===== config.mk =====
export PLATFORM = sky130hd
export DESIGN_NAME = pgctl_unit
export DESIGN_NICKNAME = d
export VERILOG_FILES = /design/src/rtl/pgctl_pkg.sv /design/src/rtl/pgctl_cr0.sv /design/src/rtl/pgctl_cr4.sv /design/src/rtl/pgctl_a20.sv /design/src/rtl/pgctl_flush.sv /design/src/rtl/pgctl_unit.sv
export SDC_FILE = /design/constraint.sdc
export NUM_CORES = 1
export LEC_CHECK = 0
export BUFFER_PORTS_ARGS = -buffer_cell sky130_fd_sc_hd__buf_2
export CAP_MARGIN = 20
export CORE_MARGIN = 5
export CORE_UTILIZATION = 43
export DETAILED_ROUTE_END_ITERATION = 8
export MAX_ROUTING_LAYER = met4
export PLACE_DENSITY_LB_ADDON = 0.05
export SLEW_MARGIN = 20
export SYNTH_ARGS = -nofsm -noshare
export SYNTH_HDL_FRONTEND = slang
export SYNTH_SLANG_ARGS = --single-unit

===== constraint.sdc =====
create_clock -name clk -period 1.2 [get_ports clk]
set_input_delay 0.06 -clock clk [delete_from_list [all_inputs] [get_ports clk]]
set_output_delay 0.06 -clock clk [all_outputs]
set_load 0.02 [all_outputs]

===== src/rtl/pgctl_pkg.sv =====
package pgctl_pkg;

    localparam int CR_W = 32;

    // CR0 bit positions
    localparam int CR0_PE = 0;
    localparam int CR0_MP = 1;
    localparam int CR0_EM = 2;
    localparam int CR0_TS = 3;
    localparam int CR0_ET = 4;
    localparam int CR0_WP = 16;
    localparam int CR0_PG = 31;

    // CR4 bit positions
    localparam int CR4_PSE    = 4;
    localparam int CR4_PAE    = 5;
    localparam int CR4_PGE    = 7;
    localparam int CR4_OSFXSR = 9;

    localparam int A20_POS = 20;

    localparam logic [CR_W-1:0] CR0_RST = 32'h6000_0010;
    localparam logic [CR_W-1:0] CR0_FLUSH_MASK =
        (CR_W'(1) << CR0_PG) | (CR_W'(1) << CR0_WP) | (CR_W'(1) << CR0_PE);
    localparam logic [CR_W-1:0] CR4_FLUSH_MASK =
        (CR_W'(1) << CR4_PGE) | (CR_W'(1) << CR4_PAE) | (CR_W'(1) << CR4_PSE);

    typedef struct packed {
        logic pe;
        logic addseg;
        logic mp;
        logic em;
        logic ts;
    } hflags_t;

    function automatic logic [CR_W-1:0] cr0_force(input logic [CR_W-1:0] v);
        logic [CR_W-1:0] r;
        r = v;
        r[CR0_ET] = 1'b1;
        return r;
    endfunction

    function automatic hflags_t hflags_of(input logic [CR_W-1:0] c0);
        hflags_t h;
        h.pe     = c0[CR0_PE];
        h.addseg = ~c0[CR0_PE];
        h.mp     = c0[CR0_MP];
        h.em     = c0[CR0_EM];
        h.ts     = c0[CR0_TS];
        return h;
    endfunction

    function automatic logic [CR_W-1:0] cr4_filter(input logic [CR_W-1:0] v,
                                                   input logic sse);
        logic [CR_W-1:0] r;
        r = v;
        if (!sse) r[CR4_OSFXSR] = 1'b0;
        return r;
    endfunction

    function automatic logic [CR_W-1:0] a20_mask_of(input logic gate, input int pos);
        logic [CR_W-1:0] r;
        r = '1;
        r[pos] = gate;
        return r;
    endfunction

endpackage


===== src/rtl/pgctl_cr0.sv =====
module pgctl_cr0
    import pgctl_pkg::*;
(
    input  logic            clk,
    input  logic            rst,
    input  logic            wr,
    input  logic [CR_W-1:0] wdata,
    output logic [CR_W-1:0] cr0_q,
    output hflags_t         hf_q,
    output logic            flush_req,
    output logic            pg_eff
);
    logic [CR_W-1:0] cr0_new;
    logic [CR_W-1:0] diff;

    assign cr0_new   = cr0_force(wdata);
    assign diff      = (cr0_new ^ cr0_q) & CR0_FLUSH_MASK;
    assign flush_req = wr && (diff != '0);
    // PG as seen by later writes in the same cycle
    assign pg_eff    = wr ? cr0_new[CR0_PG] : cr0_q[CR0_PG];

    always_ff @(posedge clk) begin
        if (rst) begin
            cr0_q <= CR0_RST;
            hf_q  <= hflags_of(CR0_RST);
        end else if (wr) begin
            cr0_q <= cr0_new;
            hf_q  <= hflags_of(cr0_new);
        end
    end

    AST_ET_HELD: assert property (@(posedge clk) disable iff (rst)
        wr |=> cr0_q[CR0_ET] && (cr0_q[CR_W-1:CR0_ET+1] == $past(wdata[CR_W-1:CR0_ET+1])));
    AST_CR0_HOLD: assert property (@(posedge clk) disable iff (rst)
        !wr |=> $stable(cr0_q));
    AST_PE_ADDSEG: assert property (@(posedge clk) disable iff (rst)
        wr |=> (hf_q.pe == $past(wdata[CR0_PE])) && (hf_q.addseg != hf_q.pe));
    AST_FPU_FLAGS: assert property (@(posedge clk) disable iff (rst)
        wr |=> {hf_q.ts, hf_q.em, hf_q.mp} == $past(wdata[CR0_TS:CR0_MP]));

endmodule


===== src/rtl/pgctl_cr4.sv =====
module pgctl_cr4
    import pgctl_pkg::*;
(
    input  logic            clk,
    input  logic            rst,
    input  logic            wr,
    input  logic [CR_W-1:0] wdata,
    input  logic            sse_cap,
    output logic [CR_W-1:0] cr4_q,
    output logic            osfxsr_q,
    output logic            flush_req
);
    logic [CR_W-1:0] cr4_new;

    assign cr4_new   = cr4_filter(wdata, sse_cap);
    assign flush_req = wr && (((cr4_new ^ cr4_q) & CR4_FLUSH_MASK) != '0);

    always_ff @(posedge clk) begin
        if (rst) begin
            cr4_q    <= '0;
            osfxsr_q <= 1'b0;
        end else if (wr) begin
            cr4_q    <= cr4_new;
            osfxsr_q <= cr4_new[CR4_OSFXSR];
        end
    end

    AST_OSFXSR_GATED: assert property (@(posedge clk) disable iff (rst)
        (wr && !sse_cap) |=> !cr4_q[CR4_OSFXSR] && !osfxsr_q);
    AST_OSFXSR_PASS: assert property (@(posedge clk) disable iff (rst)
        (wr && sse_cap) |=> osfxsr_q == $past(wdata[CR4_OSFXSR]));
    AST_CR4_HOLD: assert property (@(posedge clk) disable iff (rst)
        !wr |=> $stable(cr4_q) && $stable(osfxsr_q));

endmodule


===== src/rtl/pgctl_a20.sv =====
module pgctl_a20
    import pgctl_pkg::*;
#(
    parameter int GATE_POS = A20_POS
) (
    input  logic            clk,
    input  logic            rst,
    input  logic            wr,
    input  logic            gate,
    output logic [CR_W-1:0] mask_q,
    output logic            flush_req
);
    localparam logic [CR_W-1:0] OTHER_BITS = ~(CR_W'(1) << GATE_POS);

    logic change;

    assign change    = wr && (gate != mask_q[GATE_POS]);
    assign flush_req = change;

    always_ff @(posedge clk) begin
        if (rst) begin
            mask_q <= '1;
        end else if (change) begin
            mask_q <= a20_mask_of(gate, GATE_POS);
        end
    end

    AST_A20_SAME: assert property (@(posedge clk) disable iff (rst)
        (wr && (gate == mask_q[GATE_POS])) |=> $stable(mask_q));
    AST_A20_OTHERS: assert property (@(posedge clk) disable iff (rst)
        (mask_q & OTHER_BITS) == OTHER_BITS);
    AST_A20_FOLLOW: assert property (@(posedge clk) disable iff (rst)
        wr |=> mask_q[GATE_POS] == $past(gate));

endmodule


===== src/rtl/pgctl_flush.sv =====
module pgctl_flush #(
    parameter int NSRC = 3
) (
    input  logic            clk,
    input  logic            rst,
    input  logic [NSRC-1:0] glob_req,
    input  logic            ng_req,
    output logic            flush_all,
    output logic            flush_ng
);
    logic any_glob;

    assign any_glob = |glob_req;

    always_ff @(posedge clk) begin
        if (rst) begin
            flush_all <= 1'b0;
            flush_ng  <= 1'b0;
        end else begin
            flush_all <= any_glob;
            flush_ng  <= ng_req && !any_glob;
        end
    end

    AST_FLUSH_EXCL: assert property (@(posedge clk) disable iff (rst)
        !(flush_all && flush_ng));
    AST_ALL_CAUSE: assert property (@(posedge clk) disable iff (rst)
        (flush_all && !$past(rst)) |-> $past(any_glob));
    AST_NG_CAUSE: assert property (@(posedge clk) disable iff (rst)
        (flush_ng && !$past(rst)) |-> $past(ng_req));

endmodule


===== src/rtl/pgctl_unit.sv =====
module pgctl_unit
    import pgctl_pkg::*;
(
    input  logic            clk,
    input  logic            rst,
    input  logic            cr0_wr,
    input  logic [CR_W-1:0] cr0_wdata,
    input  logic            cr3_wr,
    input  logic [CR_W-1:0] cr3_wdata,
    input  logic            cr4_wr,
    input  logic [CR_W-1:0] cr4_wdata,
    input  logic            sse_cap,
    input  logic            a20_wr,
    input  logic            a20_gate,
    output logic [CR_W-1:0] cr0_q,
    output logic [CR_W-1:0] cr3_q,
    output logic [CR_W-1:0] cr4_q,
    output logic [CR_W-1:0] a20_mask,
    output logic            pe_flag,
    output logic            addseg_flag,
    output logic            mp_flag,
    output logic            em_flag,
    output logic            ts_flag,
    output logic            osfxsr_flag,
    output logic            flush_all,
    output logic            flush_nonglobal
);
    localparam int NGLOB = 3;

    hflags_t         hf;
    logic            cr0_flush, cr4_flush, a20_flush;
    logic            pg_eff;
    logic            cr3_flush;
    logic [NGLOB-1:0] glob_req;

    pgctl_cr0 u_cr0 (
        .clk       (clk),
        .rst       (rst),
        .wr        (cr0_wr),
        .wdata     (cr0_wdata),
        .cr0_q     (cr0_q),
        .hf_q      (hf),
        .flush_req (cr0_flush),
        .pg_eff    (pg_eff)
    );

    // CR3: plain storage; flush decision uses PG after any same-cycle CR0 write
    always_ff @(posedge clk) begin
        if (rst)         cr3_q <= '0;
        else if (cr3_wr) cr3_q <= cr3_wdata;
    end
    assign cr3_flush = cr3_wr && pg_eff;

    pgctl_cr4 u_cr4 (
        .clk       (clk),
        .rst       (rst),
        .wr        (cr4_wr),
        .wdata     (cr4_wdata),
        .sse_cap   (sse_cap),
        .cr4_q     (cr4_q),
        .osfxsr_q  (osfxsr_flag),
        .flush_req (cr4_flush)
    );

    pgctl_a20 #(.GATE_POS(A20_POS)) u_a20 (
        .clk       (clk),
        .rst       (rst),
        .wr        (a20_wr),
        .gate      (a20_gate),
        .mask_q    (a20_mask),
        .flush_req (a20_flush)
    );

    assign glob_req = {a20_flush, cr4_flush, cr0_flush};

    pgctl_flush #(.NSRC(NGLOB)) u_flush (
        .clk       (clk),
        .rst       (rst),
        .glob_req  (glob_req),
        .ng_req    (cr3_flush),
        .flush_all (flush_all),
        .flush_ng  (flush_nonglobal)
    );

    assign pe_flag     = hf.pe;
    assign addseg_flag = hf.addseg;
    assign mp_flag     = hf.mp;
    assign em_flag     = hf.em;
    assign ts_flag     = hf.ts;

    AST_CR3_HOLD: assert property (@(posedge clk) disable iff (rst)
        !cr3_wr |=> $stable(cr3_q));
    AST_NG_NEEDS_PG: assert property (@(posedge clk) disable iff (rst)
        flush_nonglobal |-> cr0_q[CR0_PG]);
    AST_PE_MATCH: assert property (@(posedge clk) disable iff (rst)
        pe_flag == cr0_q[CR0_PE]);

endmodule


Word level (Yosys, flattened, before mapping):

Cells that the tools add are included.

* equal/unequal tests: 1
* reduce and logical (&&, ||, !) cells: 9
* mux-type cells: 2
* bitwise operators: 3

Operator list (number)
* nonzero test 32 bit: 2
* XOR 32 bit: 1
* XOR 8 bit: 1
* logical AND 1 bit: 5
* OR reduction 3 bit: 1
* two-way mux 1 bit: 2
* logical NOT 1 bit: 1
* != test 1 bit: 1
* NOT 1 bit: 1

* logic and storage cells: 27
* output and inout port bits: 136
* flip-flop bits (word level): 104

Longest topological paths before layout:

* depth in word-level cells: 6
* gate-level depth with buffers: 4

Hierarchy:

Synthesis repeated with hierarchy kept, for this count alone.

* cells, all modules: 369
* area, all modules: 3978.8 um2

Modules (own cells, without submodules)
* pgctl_cr0: cells each 114, instances 1, area an instance 1241.2 um2
* pgctl_cr4: cells each 109, instances 1, area an instance 1217.4 um2
* pgctl_unit: cells each 104, instances 1, area an instance 1171.1 um2
* pgctl_a20: cells each 37, instances 1, area an instance 286.5 um2
* pgctl_flush: cells each 5, instances 1, area an instance 62.6 um2

Least setup slack after synthesis:

Ideal clock, no wire load.

* path kind: register to register
* from: reg u_cr0.cr0_q[31]
* to: reg u_flush.flush_ng
* stages on the path, launching flop included: 4
* buffers on the path: 0
* arrival: 1011 ps
* setup slack: 128 ps
* path through: dfxtp_1 > xor2_1 > o31ai_1 > and4_1

* word-level cells in the longest chain between the ends: 6

Ends and longest elaborated chain
* start, declared: RTL line pgctl_cr0.sv:8 `output logic [CR_W-1:0] cr0_q,`
* start signal, assigned: RTL line pgctl_cr0.sv:27 `cr0_q <= cr0_new;`
* XOR 32 bit: RTL line pgctl_cr0.sv:17 `assign diff = (cr0_new ^ cr0_q) & CR0_FLUSH_MASK;`
* nonzero test 32 bit: RTL line pgctl_cr0.sv:18 `assign flush_req = wr && (diff != '0);`
* logical AND 1 bit: RTL line pgctl_cr0.sv:18
* OR reduction 3 bit: RTL line pgctl_flush.sv:13 `assign any_glob = |glob_req;`
* logical NOT 1 bit: RTL line pgctl_flush.sv:21 `flush_ng <= ng_req && !any_glob;`
* logical AND 1 bit *: RTL line pgctl_flush.sv:21
* end signal, assigned: RTL line pgctl_flush.sv:21
* end, declared: RTL line pgctl_flush.sv:9 `output logic flush_ng`

Every way passes the cells marked *; elsewhere a longest branch is shown, timed or not.
A chain may end at the register's enable or synchronous reset.

Worst setup path after layout:

* from: in cr4_wdata[9]
* to: reg u_cr4.cr4_q[9]

* word-level cells in the longest chain between the ends: 1

Ends and longest elaborated chain
* start, declared: RTL line pgctl_unit.sv:11 `input logic [CR_W-1:0] cr4_wdata,`
* two-way mux 1 bit: RTL line pgctl_pkg.sv:57 `if (!sse) r[CR4_OSFXSR] = 1'b0;`
* end signal, assigned: RTL line pgctl_cr4.sv:23 `cr4_q <= cr4_new;`
* end, declared: RTL line pgctl_cr4.sv:9 `output logic [CR_W-1:0] cr4_q,`

Every way passes these cells.

==> summary.txt <==
Global routing
  – Remaining global-route overflow: 0
  – Largest net degree at the start of global routing: 36
  – Vias in the first global route: 3615
  – GRT Overall Usage: between 10% and 20%
  – Antenna violations before repair: 0
  – Global-route wire length before repair: ~17 mm

Synth
  – Post-Syn Area: ~3800 sq um
  – Post-Synthesis Cells: around 370
  – Post-synth EDFFs: 0
  – Top post-synthesis cells by count: 99 x dfxtp_1, 91 x mux2i_1, 91 x nor2_1, 47 x buf_4
  – Ranking of synthesized cells by area: dfxtp_1 52%, mux2i_1 24%, buf_4 9.2%, nor2_1 8.9%, xor2_1 1.6%
  – Register bit total from synthesis: 99
  – Most frequent cell after synthesis: dfxtp_1
  – Synth top area share: about half
  – Most used DFF post-synth: dfxtp_1
  – Yosys warns: 0
  – Post-synth ARST share: 0%
  – Seq/Total Area, Yosys: between 50% and 60%
  – Area leader, netlist: dfxtp_1
  – Synth cell types: 20
  – Avg Cell Area, Syn: 10.4 sq um

Clocking
  – Total CTS buffers: 9
  – H-tree depth: 3
  – Clock Tree Root: clkbuf_8
  – CTS tree: yes
  – # clock sinks: a little under 100
  – Deepest clock path buffer count: 2
  – # Post-CTS Setup Buffers: 0
  – Clock transition at path regs: 0.09 ns
  – Clk_lat worst skew: roughly 0.34 ns

Final layout
  – Final #Nets: roughly 770
  – Diode count: 0
  – Share of cells above drive strength 1: 34.5%
  – Filler Cells Inserted: 661
  – Area Growth Syn to Fin: 57.8%

Pwr
  – Pleak: approximately 3.2 nW
  – Total power: 0.00781 W
  – Peak supply drop: roughly 770 uV
  – PwrDens: between 1000 and 1500 nW/um^2

Setup path
  – Critical path class: primary input to register
  – CP arrival: between 1 and 1.5 ns
  – Crit path required time: approximately 1.4 ns
  – CP max FO: 1
  – CP startpoint kind: primary input
  – Critical Path End Type: register

STA
  – Skew final: between 0.004 and 0.005 ns
  – Max Fclk: about 860 MHz
  – Final min period: 1.16 ns
  – Final setup TNS: 0 ns
  – Final Cycle Share: 97.0%
  – Worst Hold Slack: about 0.11 ns
  – Final-report hold violation count: 0
  – RSZ-0062 raised after global routing: false
  – Final setup margin: between 0.03 and 0.04 ns
  – Fin. max-slew vios: 0
  – Final setup violation count: 0

Run
  – Maxcap violations: 0

Placement
  – Port Buffers: between 200 and 250
  – DP HPWL: 7.37 mm
  – GP Congestion: 0.710
  – Dpl ws: around 0.16 ns

Die
  – Starting Density: between 40% and 50%
  – Rows: 34
  – Core area: 8720 sq um
  – Die X-Extent: about 100 um
  – # IOs: 240
  – Die Y: approximately 100 um
  – Die footprint: 10900 sq um

Detailed routing
  – Vias: between 3000 and 4000
  – DR WL/cell: around 14 um
  – Final WL: between 10 and 15 mm
  – DRC: 0
  – ANT nets after route: 0
  – Via density: roughly 4.4
  – Pre-antenna DRT Iters: 4
  – DRT iter0 DRCs: about 90

Run status
  – Outcome: finished, final reports clean

Min path
  – Hold crit path type: primary input to register
-- what timing repair did --
item | CTS | global route
endpoints found under the hold margin | 96 | 0
hold buffers | 98 | 0
resized for setup | 0 | 1
endpoints found under the setup margin | 0 | 2
-- power by group --
part           switching (W)  internal, W  total, W  leakage [nW]
Combinational       0.000792     0.000692   0.00148          2.27
Sequential         0.0000970      0.00348   0.00358         0.818
Clock                0.00111      0.00164   0.00275         0.132
Total                0.00200      0.00581   0.00781          3.22
-- routing by layer --
| metal | wire length (um) | up-vias | GRT usage (%) |
|---|---|---|---|
| met5 | 0 | - | - |
| met4 | 330 | 0 | 8.51 |
| met3 | 793 | 25 | 4.90 |
| met2 | 5430 | 134 | 34.0 |
| met1 | 4130 | 1559 | 21.5 |
| li1 | - | 1730 | - |
-- final timing paths --
check | startpoint | endpoint | slack [ns] | cells after the start
setup / recovery | cr4_wdata[9] | u_cr4.cr4_q[9] | 0.04 | 5
hold / removal | cr0_wr | u_flush.flush_all | 0.11 | 3
hold reg to reg | u_cr0.hf_q[3] | u_cr0.hf_q[3] | 0.49 | 2
setup reg to reg | u_cr0.cr0_q[31] | u_flush.flush_ng | 0.14 | 3
-- metrics by stage --
step	cells	instance area [sq um]	util, %
2_1_floorplan	400	3960	-
3_3_place_gp	664	4810	55.2
3_5_place_dp	664	4810	55.2
4_1_cts	777	6060	69.4
5_1_grt	777	6060	69.4
6_report	777	6060	69.4
-- layout make-up --
type                            instances  area [sq um]  area share [%]
Multi-Input combinational cell        241          1560            25.8
Clock inverter                          5           125            2.07
Timing Repair Buffer                  314          2110            34.9
Sequential cell                        99          1980            32.7
Tap cell                              108           135            2.23
Clock buffer                           10           138            2.27
-- flip-flops by register name (all words and copies together) (netlist names) --
register and count:
cr3_q 32, u_cr4.cr4_q 32, u_cr0.cr0_q 31, u_a20.mask_q 1
u_cr0.hf_q 1, u_flush.flush_all 1, u_flush.flush_ng 1
-- critical path, cell delays in order --
cell	delay (ns)
dlygate4sd3_1	0.54
buf_2	0.12
nand3_1	0.07
dlygate4sd3_1	0.55
a21oi_1	0.06
-- cells in the final DEF, fill, tap and decap left out, drive strengths merged --
| master | n |
|---|---|
| a31oi | 1 |
| nand2b | 3 |
| o31ai | 1 |
| nand3 | 1 |
| a22oi | 1 |
| and4 | 1 |
| nor2 | 91 |
| dlygate4sd3 | 98 |
| buf | 216 |
| a211o | 3 |
| nor3b | 1 |
| o21ai | 2 |
| clkinv | 1 |
| nor2b | 3 |
| conb | 32 |
| nand2 | 1 |
| dfxtp | 99 |
| mux2i | 91 |
| xor2 | 7 |
| bufinv | 4 |
| clkbuf | 10 |
| a21oi | 2 |
-- logic make-up after synthesis --
| family | Yosys count | synth area share [%] |
|---|---|---|
| muxes | 91 | 23.7 |
| AOI/OAI and AO/OA | 10 | 1.76 |
| buffers and inverters | 60 | 10.7 |
| xor gates and xnor gates | 7 | 1.60 |
| DFF | 99 | 51.6 |
| and+or+nand+nor | 101 | 10.5 |
| other | 1 | 0.0977 |
No activity file was read; power rests on OpenSTA's default activity.
